File: src/rtl/sfb_pkg.sv
package sfb_pkg;

    // Global register offsets
    localparam int OFF_ENABLE   = 'h00;
    localparam int OFF_RAW      = 'h04;
    localparam int OFF_MASK     = 'h08;
    localparam int OFF_MSTAT    = 'h0C;
    localparam int OFF_OVF      = 'h10;
    localparam int OFF_EVSEL    = 'h14;
    localparam int OFF_UDF      = 'h18;
    localparam int OFF_PRIO     = 'h20;
    localparam int OFF_AVG      = 'h30;

    // Per-sequencer window
    localparam int WIN_BASE     = 'h40;
    localparam int WIN_SHIFT    = 5;
    localparam int WIN_STRIDE   = 1 << WIN_SHIFT;
    localparam int SUB_INSEL    = 'h00;
    localparam int SUB_CTRL     = 'h04;
    localparam int SUB_POP      = 'h08;
    localparam int SUB_STAT     = 'h0C;

    // Status word field positions
    localparam int ST_WP_LSB    = 4;
    localparam int ST_EMPTY_BIT = 8;
    localparam int ST_FULL_BIT  = 12;

    localparam logic [31:0] INSEL_MASK = 32'h3333_3333;

    // Synthetic sample generator
    localparam logic [31:0] LCG_MUL  = 32'd314159;
    localparam int          SMP_BASE = 'h200;
    localparam int          SMP_LSB  = 16;
    localparam int          SMP_NB   = 3;

    typedef enum logic [1:0] {
        Q_IDLE  = 2'd0,
        Q_POP   = 2'd1,
        Q_PUSH  = 2'd2,
        Q_BOTH  = 2'd3
    } q_op_e;

    function automatic logic [31:0] lcg_next(input logic [31:0] s);
        return s * LCG_MUL + 32'd1;
    endfunction

endpackage

File: src/rtl/sfb_fifo.sv
module sfb_fifo #(
    parameter int DEPTH = 16,
    parameter int DW    = 12,
    localparam int PW   = $clog2(DEPTH)
) (
    input  logic          clk,
    input  logic          rst,
    input  logic          push,
    input  logic          pop,
    input  logic [DW-1:0] din,
    output logic [DW-1:0] dout,
    output logic [PW-1:0] rd_ptr,
    output logic [PW-1:0] wr_ptr,
    output logic          empty,
    output logic          full,
    output logic          ovf_evt,
    output logic          udf_evt
);
    import sfb_pkg::*;

    logic [DW-1:0] mem [DEPTH];
    logic [PW-1:0] rd_n, wr_n;
    logic          pop_ok, push_ok, full_after_pop;
    logic          empty_n, full_n;
    q_op_e         op;

    // Pop is evaluated on the state before the cycle; push sees the state after the pop.
    always_comb begin
        pop_ok         = pop && !empty;
        udf_evt        = pop && empty;
        full_after_pop = full && !pop_ok;
        push_ok        = push && !full_after_pop;
        ovf_evt        = push && full_after_pop;
        op             = q_op_e'({push_ok, pop_ok});
        rd_n           = pop_ok  ? rd_ptr + PW'(1) : rd_ptr;
        wr_n           = push_ok ? wr_ptr + PW'(1) : wr_ptr;
        empty_n        = empty;
        full_n         = full;
        unique case (op)
            Q_POP:  begin empty_n = (rd_n == wr_ptr); full_n = 1'b0; end
            Q_PUSH: begin empty_n = 1'b0; full_n = (wr_n == rd_ptr); end
            Q_BOTH: begin empty_n = 1'b0; full_n = (wr_n == rd_n); end
            default: ;
        endcase
    end

    assign dout = mem[rd_ptr];

    always_ff @(posedge clk) begin
        if (rst) begin
            rd_ptr <= '0;
            wr_ptr <= '0;
            empty  <= 1'b1;
            full   <= 1'b0;
            for (int i = 0; i < DEPTH; i++) mem[i] <= '0;
        end else begin
            rd_ptr <= rd_n;
            wr_ptr <= wr_n;
            empty  <= empty_n;
            full   <= full_n;
            if (push_ok) mem[wr_ptr] <= din;
        end
    end

    // empty and full never both set
    p_flags_exclusive_r2: assert property (@(posedge clk) disable iff (rst)
        !(empty && full));

    // overflow leaves pointers and flags alone
    p_ovf_holds_r5: assert property (@(posedge clk) disable iff (rst)
        (push && full && !pop) |=> ($stable(wr_ptr) && $stable(rd_ptr) && full));

    // underflow leaves pointers and flags alone
    p_udf_holds_r4: assert property (@(posedge clk) disable iff (rst)
        (pop && empty && !push) |=> ($stable(wr_ptr) && $stable(rd_ptr) && empty));

    // simultaneous pop and push on a full queue keeps it full
    p_both_full_r10: assert property (@(posedge clk) disable iff (rst)
        (push && pop && full) |=> (full && !empty));

endmodule

File: src/rtl/sfb_sample_gen.sv
module sfb_sample_gen #(
    parameter int SW = 12
) (
    input  logic          clk,
    input  logic          rst,
    input  logic          step,
    output logic [SW-1:0] sample
);
    import sfb_pkg::*;

    logic [31:0] state_q;
    logic [31:0] state_n;

    always_comb begin
        state_n = lcg_next(state_q);
        sample  = SW'(SMP_BASE) + SW'(state_n[SMP_LSB +: SMP_NB]);
    end

    always_ff @(posedge clk) begin
        if (rst)       state_q <= '0;
        else if (step) state_q <= state_n;
    end

endmodule

File: src/rtl/smpl_fifo_bank.sv
module smpl_fifo_bank
    import sfb_pkg::*;
#(
    parameter int NUM_SEQ = 4,
    parameter int DEPTH   = 16,
    parameter int SMP_W   = 12,
    parameter int ADDR_W  = 8,
    parameter int DATA_W  = 32
) (
    input  logic              clk,
    input  logic              rst,
    input  logic              bus_wr,
    input  logic              bus_rd,
    input  logic [ADDR_W-1:0] bus_addr,
    input  logic [DATA_W-1:0] bus_wdata,
    output logic [DATA_W-1:0] bus_rdata,
    input  logic              trig_in,
    output logic              irq
);
    localparam int PW    = $clog2(DEPTH);
    localparam int SEL_W = $clog2(NUM_SEQ);

    // Register state
    logic [NUM_SEQ-1:0] enable_q, raw_q, mask_q, ovf_q, udf_q;
    logic [DATA_W-1:0]  evsel_q, prio_q, avg_q;
    logic [DATA_W-1:0]  insel_q [NUM_SEQ];
    logic [DATA_W-1:0]  ctrl_q  [NUM_SEQ];

    // Decode
    logic [ADDR_W-1:0]    rel;
    logic                 in_win;
    logic [SEL_W-1:0]     sel;
    logic [WIN_SHIFT-1:0] sub;

    assign rel    = bus_addr - ADDR_W'(WIN_BASE);
    assign in_win = (bus_addr >= ADDR_W'(WIN_BASE)) && (rel < ADDR_W'(NUM_SEQ * WIN_STRIDE));
    assign sel    = rel[WIN_SHIFT +: SEL_W];
    assign sub    = rel[WIN_SHIFT-1:0];

    // Queues
    logic [NUM_SEQ-1:0] q_push, q_pop, q_empty, q_full, q_ovf, q_udf;
    logic [SMP_W-1:0]   q_head [NUM_SEQ];
    logic [PW-1:0]      q_rp   [NUM_SEQ];
    logic [PW-1:0]      q_wp   [NUM_SEQ];
    logic [DATA_W-1:0]  q_stat [NUM_SEQ];
    logic [SMP_W-1:0]   sample;
    logic               trig_ok;

    assign trig_ok = trig_in && enable_q[0];

    sfb_sample_gen #(.SW(SMP_W)) u_gen (
        .clk    (clk),
        .rst    (rst),
        .step   (trig_ok),
        .sample (sample)
    );

    for (genvar n = 0; n < NUM_SEQ; n++) begin : g_seq
        if (n == 0) begin : g_fed
            assign q_push[n] = trig_ok;
        end else begin : g_unfed
            assign q_push[n] = 1'b0;
        end

        assign q_pop[n] = bus_rd && in_win && (sel == SEL_W'(n)) && (sub == WIN_SHIFT'(SUB_POP));

        sfb_fifo #(.DEPTH(DEPTH), .DW(SMP_W)) u_q (
            .clk     (clk),
            .rst     (rst),
            .push    (q_push[n]),
            .pop     (q_pop[n]),
            .din     (sample),
            .dout    (q_head[n]),
            .rd_ptr  (q_rp[n]),
            .wr_ptr  (q_wp[n]),
            .empty   (q_empty[n]),
            .full    (q_full[n]),
            .ovf_evt (q_ovf[n]),
            .udf_evt (q_udf[n])
        );

        always_comb begin
            q_stat[n]                   = '0;
            q_stat[n][PW-1:0]           = q_rp[n];
            q_stat[n][ST_WP_LSB +: PW]  = q_wp[n];
            q_stat[n][ST_EMPTY_BIT]     = q_empty[n];
            q_stat[n][ST_FULL_BIT]      = q_full[n];
        end
    end

    // Set and clear terms for the event registers (set wins)
    logic [NUM_SEQ-1:0] raw_set, raw_clr, ovf_clr, udf_clr;

    always_comb begin
        raw_set    = '0;
        raw_set[0] = trig_ok;
        raw_clr    = (bus_wr && bus_addr == ADDR_W'(OFF_MSTAT)) ? bus_wdata[NUM_SEQ-1:0] : '0;
        ovf_clr    = (bus_wr && bus_addr == ADDR_W'(OFF_OVF))   ? bus_wdata[NUM_SEQ-1:0] : '0;
        udf_clr    = (bus_wr && bus_addr == ADDR_W'(OFF_UDF))   ? bus_wdata[NUM_SEQ-1:0] : '0;
    end

    always_ff @(posedge clk) begin
        if (rst) begin
            enable_q <= '0;
            raw_q    <= '0;
            mask_q   <= '0;
            ovf_q    <= '0;
            udf_q    <= '0;
            evsel_q  <= '0;
            prio_q   <= '0;
            avg_q    <= '0;
            for (int n = 0; n < NUM_SEQ; n++) begin
                insel_q[n] <= '0;
                ctrl_q[n]  <= '0;
            end
        end else begin
            if (bus_wr && !in_win) begin
                case (bus_addr)
                    ADDR_W'(OFF_ENABLE): enable_q <= bus_wdata[NUM_SEQ-1:0];
                    ADDR_W'(OFF_MASK):   mask_q   <= bus_wdata[NUM_SEQ-1:0];
                    ADDR_W'(OFF_EVSEL):  evsel_q  <= bus_wdata;
                    ADDR_W'(OFF_PRIO):   prio_q   <= bus_wdata;
                    ADDR_W'(OFF_AVG):    avg_q    <= bus_wdata;
                    default: ;
                endcase
            end
            for (int n = 0; n < NUM_SEQ; n++) begin
                if (bus_wr && in_win && sel == SEL_W'(n)) begin
                    if (sub == WIN_SHIFT'(SUB_INSEL)) insel_q[n] <= bus_wdata & INSEL_MASK;
                    if (sub == WIN_SHIFT'(SUB_CTRL))  ctrl_q[n]  <= bus_wdata;
                end
            end
            raw_q <= (raw_q & ~raw_clr) | raw_set;
            ovf_q <= (ovf_q & ~ovf_clr) | q_ovf;
            udf_q <= (udf_q & ~udf_clr) | q_udf;
        end
    end

    // Read path, one cycle latency
    logic [DATA_W-1:0] rd_d;

    always_comb begin
        rd_d = '0;
        if (in_win) begin
            case (sub)
                WIN_SHIFT'(SUB_INSEL): rd_d = insel_q[sel];
                WIN_SHIFT'(SUB_CTRL):  rd_d = ctrl_q[sel];
                WIN_SHIFT'(SUB_POP):   rd_d = DATA_W'(q_head[sel]);
                WIN_SHIFT'(SUB_STAT):  rd_d = q_stat[sel];
                default: ;
            endcase
        end else begin
            case (bus_addr)
                ADDR_W'(OFF_ENABLE): rd_d = DATA_W'(enable_q);
                ADDR_W'(OFF_RAW):    rd_d = DATA_W'(raw_q);
                ADDR_W'(OFF_MASK):   rd_d = DATA_W'(mask_q);
                ADDR_W'(OFF_MSTAT):  rd_d = DATA_W'(raw_q & mask_q);
                ADDR_W'(OFF_OVF):    rd_d = DATA_W'(ovf_q);
                ADDR_W'(OFF_EVSEL):  rd_d = evsel_q;
                ADDR_W'(OFF_UDF):    rd_d = DATA_W'(udf_q);
                ADDR_W'(OFF_PRIO):   rd_d = prio_q;
                ADDR_W'(OFF_AVG):    rd_d = avg_q;
                default: ;
            endcase
        end
    end

    always_ff @(posedge clk) begin
        if (rst)         bus_rdata <= '0;
        else if (bus_rd) bus_rdata <= rd_d;
    end

    assign irq = |(raw_q & mask_q);

    // an accepted trigger leaves raw bit 0 set
    p_trig_raw_r6: assert property (@(posedge clk) disable iff (rst)
        trig_ok |=> raw_q[0]);

    // a trigger with sequencer 0 disabled does not move queue 0's write pointer
    p_trig_idle_r6: assert property (@(posedge clk) disable iff (rst)
        (trig_in && !enable_q[0]) |=> $stable(q_wp[0]));

    // overflow bit 0 stays set unless the clear register is written
    p_ovf_sticky_r8: assert property (@(posedge clk) disable iff (rst)
        (ovf_q[0] && !(bus_wr && bus_addr == ADDR_W'(OFF_OVF))) |=> ovf_q[0]);

    // underflow bits only rise on a pop
    p_udf_cause_r8: assert property (@(posedge clk) disable iff (rst)
        (!bus_rd) |=> !$rose(udf_q[0]));

endmodule

File: config.mk
export PLATFORM = sky130hd
export DESIGN_NAME = smpl_fifo_bank
export DESIGN_NICKNAME = d
export VERILOG_FILES = /design/src/rtl/sfb_pkg.sv /design/src/rtl/sfb_fifo.sv /design/src/rtl/sfb_sample_gen.sv /design/src/rtl/smpl_fifo_bank.sv
export SDC_FILE = /design/constraint.sdc
export NUM_CORES = 1
export LEC_CHECK = 0
export ABC_AREA = 1
export CORE_ASPECT_RATIO = 1.5
export CORE_MARGIN = 1
export CORE_UTILIZATION = 41
export DETAILED_ROUTE_END_ITERATION = 10
export HOLD_SLACK_MARGIN = 0.05
export PLACE_DENSITY = 0.59
export SYNTH_ARGS = -nofsm -noshare
export SYNTH_HDL_FRONTEND = slang
export SYNTH_SLANG_ARGS = --single-unit
export TNS_END_PERCENT = 30
File: constraint.sdc
create_clock -name clk -period 5.09 [get_ports clk]
set_input_delay 0.7635 -clock clk [delete_from_list [all_inputs] [get_ports clk]]
set_output_delay 0.7635 -clock clk [all_outputs]
set_load 0.02 [all_outputs]
==> impl_results.md <==
- Worst path most repeated cell: fa_1
- Vias/cell: 5.45
- Leak pwr: 11.2 nW
- Port bufs: 77
- H-tree Lvls: 2
- Synth area leaders: edfxtp_1, dfxtp_1, fa_1, nand2_1, inv_1
- CP required: 5.44 ns
- Synth Flop Type: edfxtp_1
- Worst-Skew Late Latency: 0.61 ns
- N_diodes: 0
- Post-synth EDFFs: 240
- Skew final: 0.0247 ns
- Slew Limit Fails: 0
- RR Startpoint: u_gen.state_q[9]$_SDFFE_PP0P_
- Finished Core Util: 48.3%
- WL/cell: 20.1 um
- Status: finished with violations
- CTS sink count: 448
- Max-slew headroom: 28.8%
- Critical hold path startpoint: g_seq[0].u_q.mem[0][9]$_SDFFE_PP1P_
- Placed cell area: 25,000 um^2
- Total congestion overflow: 0
- Max VDD drop: 0.266 mV
- Most common cell after layout, fill and taps aside: nand2_1
- Total power: 7.78 mW
- HPWL Detailed: 47,900 um
- Filler Cells Inserted: 5,205
- Final #Nets: 2,911
- Initial Util: 41.5%
- Setup Viol. Count Final: 3
- Worst-path maximum fanout: 8
- Clock transition at path regs: 0.06 ns
- Syn Nets: 2,811
- Max Root-Sink Buffers: 3
- Final setup margin: -0.0145 ns
- Met2 Use GR: 46.7%
- Seq cells post-synth: 448
- Max stage delay on crit path: 0.54 ns
- Mean Syn Cell Area: 8.84 um^2
- Synth area leader: edfxtp_1
- Initial antenna violation count: 1
- Syn. warnings: 0
- Largest delay contributor family on the critical path: adder cells
- Commonest non-fill, non-tap cells in the layout: nand2_1, inv_1, nor2_1
- Crit path depth: 23
- Reg2Reg Depth: 23
- Die area: 57,300 um^2
- Total of max-cap violations: 0
- Synthesized cell area: 23,100 um^2
- GRT Util Overall: 24.5%
- Violated checks: setup timing
- Largest net degree at the start of global routing: 71
- Worst Setup End Kind: flip-flop
- Antenna-violating nets left: 0
- Core Area: 55,700 um^2
- Final hold vios: 0
- Design Area, Final: 26,900 um^2
- Unrepaired setup endpoints after global routing: yes
- Mapped Cells: 2,612
- Seq/Total Area, Yosys: 49.2%
- Synth unique cells: 48
- Die Ht: 293 um
- 1st-iter DRT viols: 992
- Fmax: 196 MHz
- Slowest CP cell: fa_1
- Via count: 18,800
- Layout cell share with drive strength beyond 1: 9.97%
- Post-synth top area share: 31.2%
- DRT Wirelength: 69,400 um
- Hold slack final: 0.447 ns
- Min Tclk post-route: 5.10 ns
- Hold Path Cell Cnt: 2
- Root Driver: clkbuf_16
- GP Congestion: 0.918
- Arrival @ worst endpoint: 5.45 ns
- Area grow syn2layout: 16.5%
- Setup TNS: -0.0224 ns
- Power per cell area: 289 nW/um^2
- TritonRoute pass-1 iters: 5
- Critical path, cell by cell: inv_4 > fa_1 > inv_1 > ha_1 > inv_1 > fa_1 > inv_1 > fa_1 > inv_1 > fa_1 > fa_1 > inv_2 > ha_4 > nand2_4 > nor3_4 > buf_6 > nand2_2 > nand3_2 > a21o_1 > or2_1 > and2_4 > buf_12 > nor2_1
- Global-route wire length before repair: 108,000 um
- Ys async rst share: 0%
- Row cnt: 106
- M3 GR Usage: 2.92%
- Origin of the worst setup path: u_gen.state_q[9]$_SDFFE_PP0P_
- Global Route met1 Usage: 25.8%
- Crit path launch type: flip-flop
- GRT busiest layer: met2
- CP bufs+invs: 8
- Class of the worst hold path: flip-flop to flip-flop
- Least-Margin Pin Slew: 1.07 ns
- I/O Pins: 78
- Chip Width: 196 um
- Tcrit/Tclk final: 100%
- WS Path Type: flip-flop to flip-flop
- DRC viols: 0
- CTS Buf Count: 44
- CTS tree: built
- Post-CTS Hold Buffers: 0
- Vias in the first global route: 19,300
[worst min-delay path, cell delays in order (launching register included)]
cell and delay [ns]:
dfxtp_1 0.31, nand2_1 0.06, nand2_1 0.04
[state kept, by name (all words and copies together) (netlist names)]
register / count
avg_q: 32
g_seq.u_q.rd_ptr: 16
ovf_q: 4
g_seq.u_q.empty: 4
insel_q: 64
bus_rdata: 32
ctrl_q: 128
prio_q: 32
udf_q: 4
evsel_q: 32
raw_q: 4
u_gen.state_q: 19
g_seq.u_q.wr_ptr: 4
mask_q: 4
g_seq.u_q.full: 1
g_seq.u_q.mem: 64
enable_q: 4
[cells in the mapped netlist, types with 19 or more instances]
library cell / instances
edfxtp_1: 240
dfxtp_1: 208
xor2_1: 20
ha_1: 87
o21ai_0: 243
buf_2: 27
nand2_1: 354
clkinv_1: 19
nand3_1: 84
a21oi_1: 218
nor2_1: 341
inv_1: 353
nand4_1: 21
clkbuf_1: 95
o211ai_1: 51
a22oi_1: 80
fa_1: 67
[cell families after synthesis]
family / share of synthesized area [%]
flops: 49.2
buf+inv: 8.63
compound gates: 15.5
fa+ha+maj: 10.5
xor+xnor: 1.09
simple gates: 15.1
[timing repair]
action	in CTS	in global routing
hold endpoints to repair	0	0
gates cloned	2	0
resized for setup	44	33
setup endpoints to repair	50	54
pin swaps	27	25
buffers inserted	6	4
[report_power, final]
| part | switching (mW) | total [mW] | internal [mW] | leakage [nW] |
|---|---|---|---|---|
| clock network | 1.48 | 3.41 | 1.94 | 0.734 |
| registers | 0.0349 | 3.94 | 3.90 | 4.00 |
| logic | 0.304 | 0.429 | 0.125 | 6.44 |
[metrics by stage]
stage                     cells  setup WS [ns]
after floorplan            2612         0.0314
after CTS                  3445        -0.0753
after global routing       3449         -0.214
after detailed placement   3357         -0.255
final                      3449        -0.0145
after global placement     3357         -0.138
[path summary, 6_finish.rpt]
check	end	slack (ns)
setup / recovery	g_seq[0].u_q.mem[7][0]$_DFFE_PP_	-0.01
hold / removal	g_seq[0].u_q.mem[0][9]$_SDFFE_PP1P_	0.45
setup reg to reg	g_seq[0].u_q.mem[7][0]$_DFFE_PP_	-0.01
hold reg to reg	g_seq[0].u_q.mem[0][9]$_SDFFE_PP1P_	0.45
[metal layers]
metal | up-vias | share of wire, %
met3 | 187 | 4.7
li1 | 8889 | -
met4 | 2 | 5.6
met2 | 581 | 54
met5 | - | 0.019
met1 | 9128 | 35
[final cells by class]
| class | count | area, um^2 | area share [%] |
|---|---|---|---|
| inverter | 380 | 1440 | 5.34 |
| tap | 702 | 878 | 3.26 |
| timing repair buffer | 185 | 1710 | 6.34 |
| clock buffer | 64 | 1290 | 4.79 |
| clock inverter | 17 | 215 | 0.800 |
| sequential | 448 | 11400 | 42.3 |
| multi-input combinational | 1653 | 10000 | 37.2 |
(Power assumes the default switching activity.)
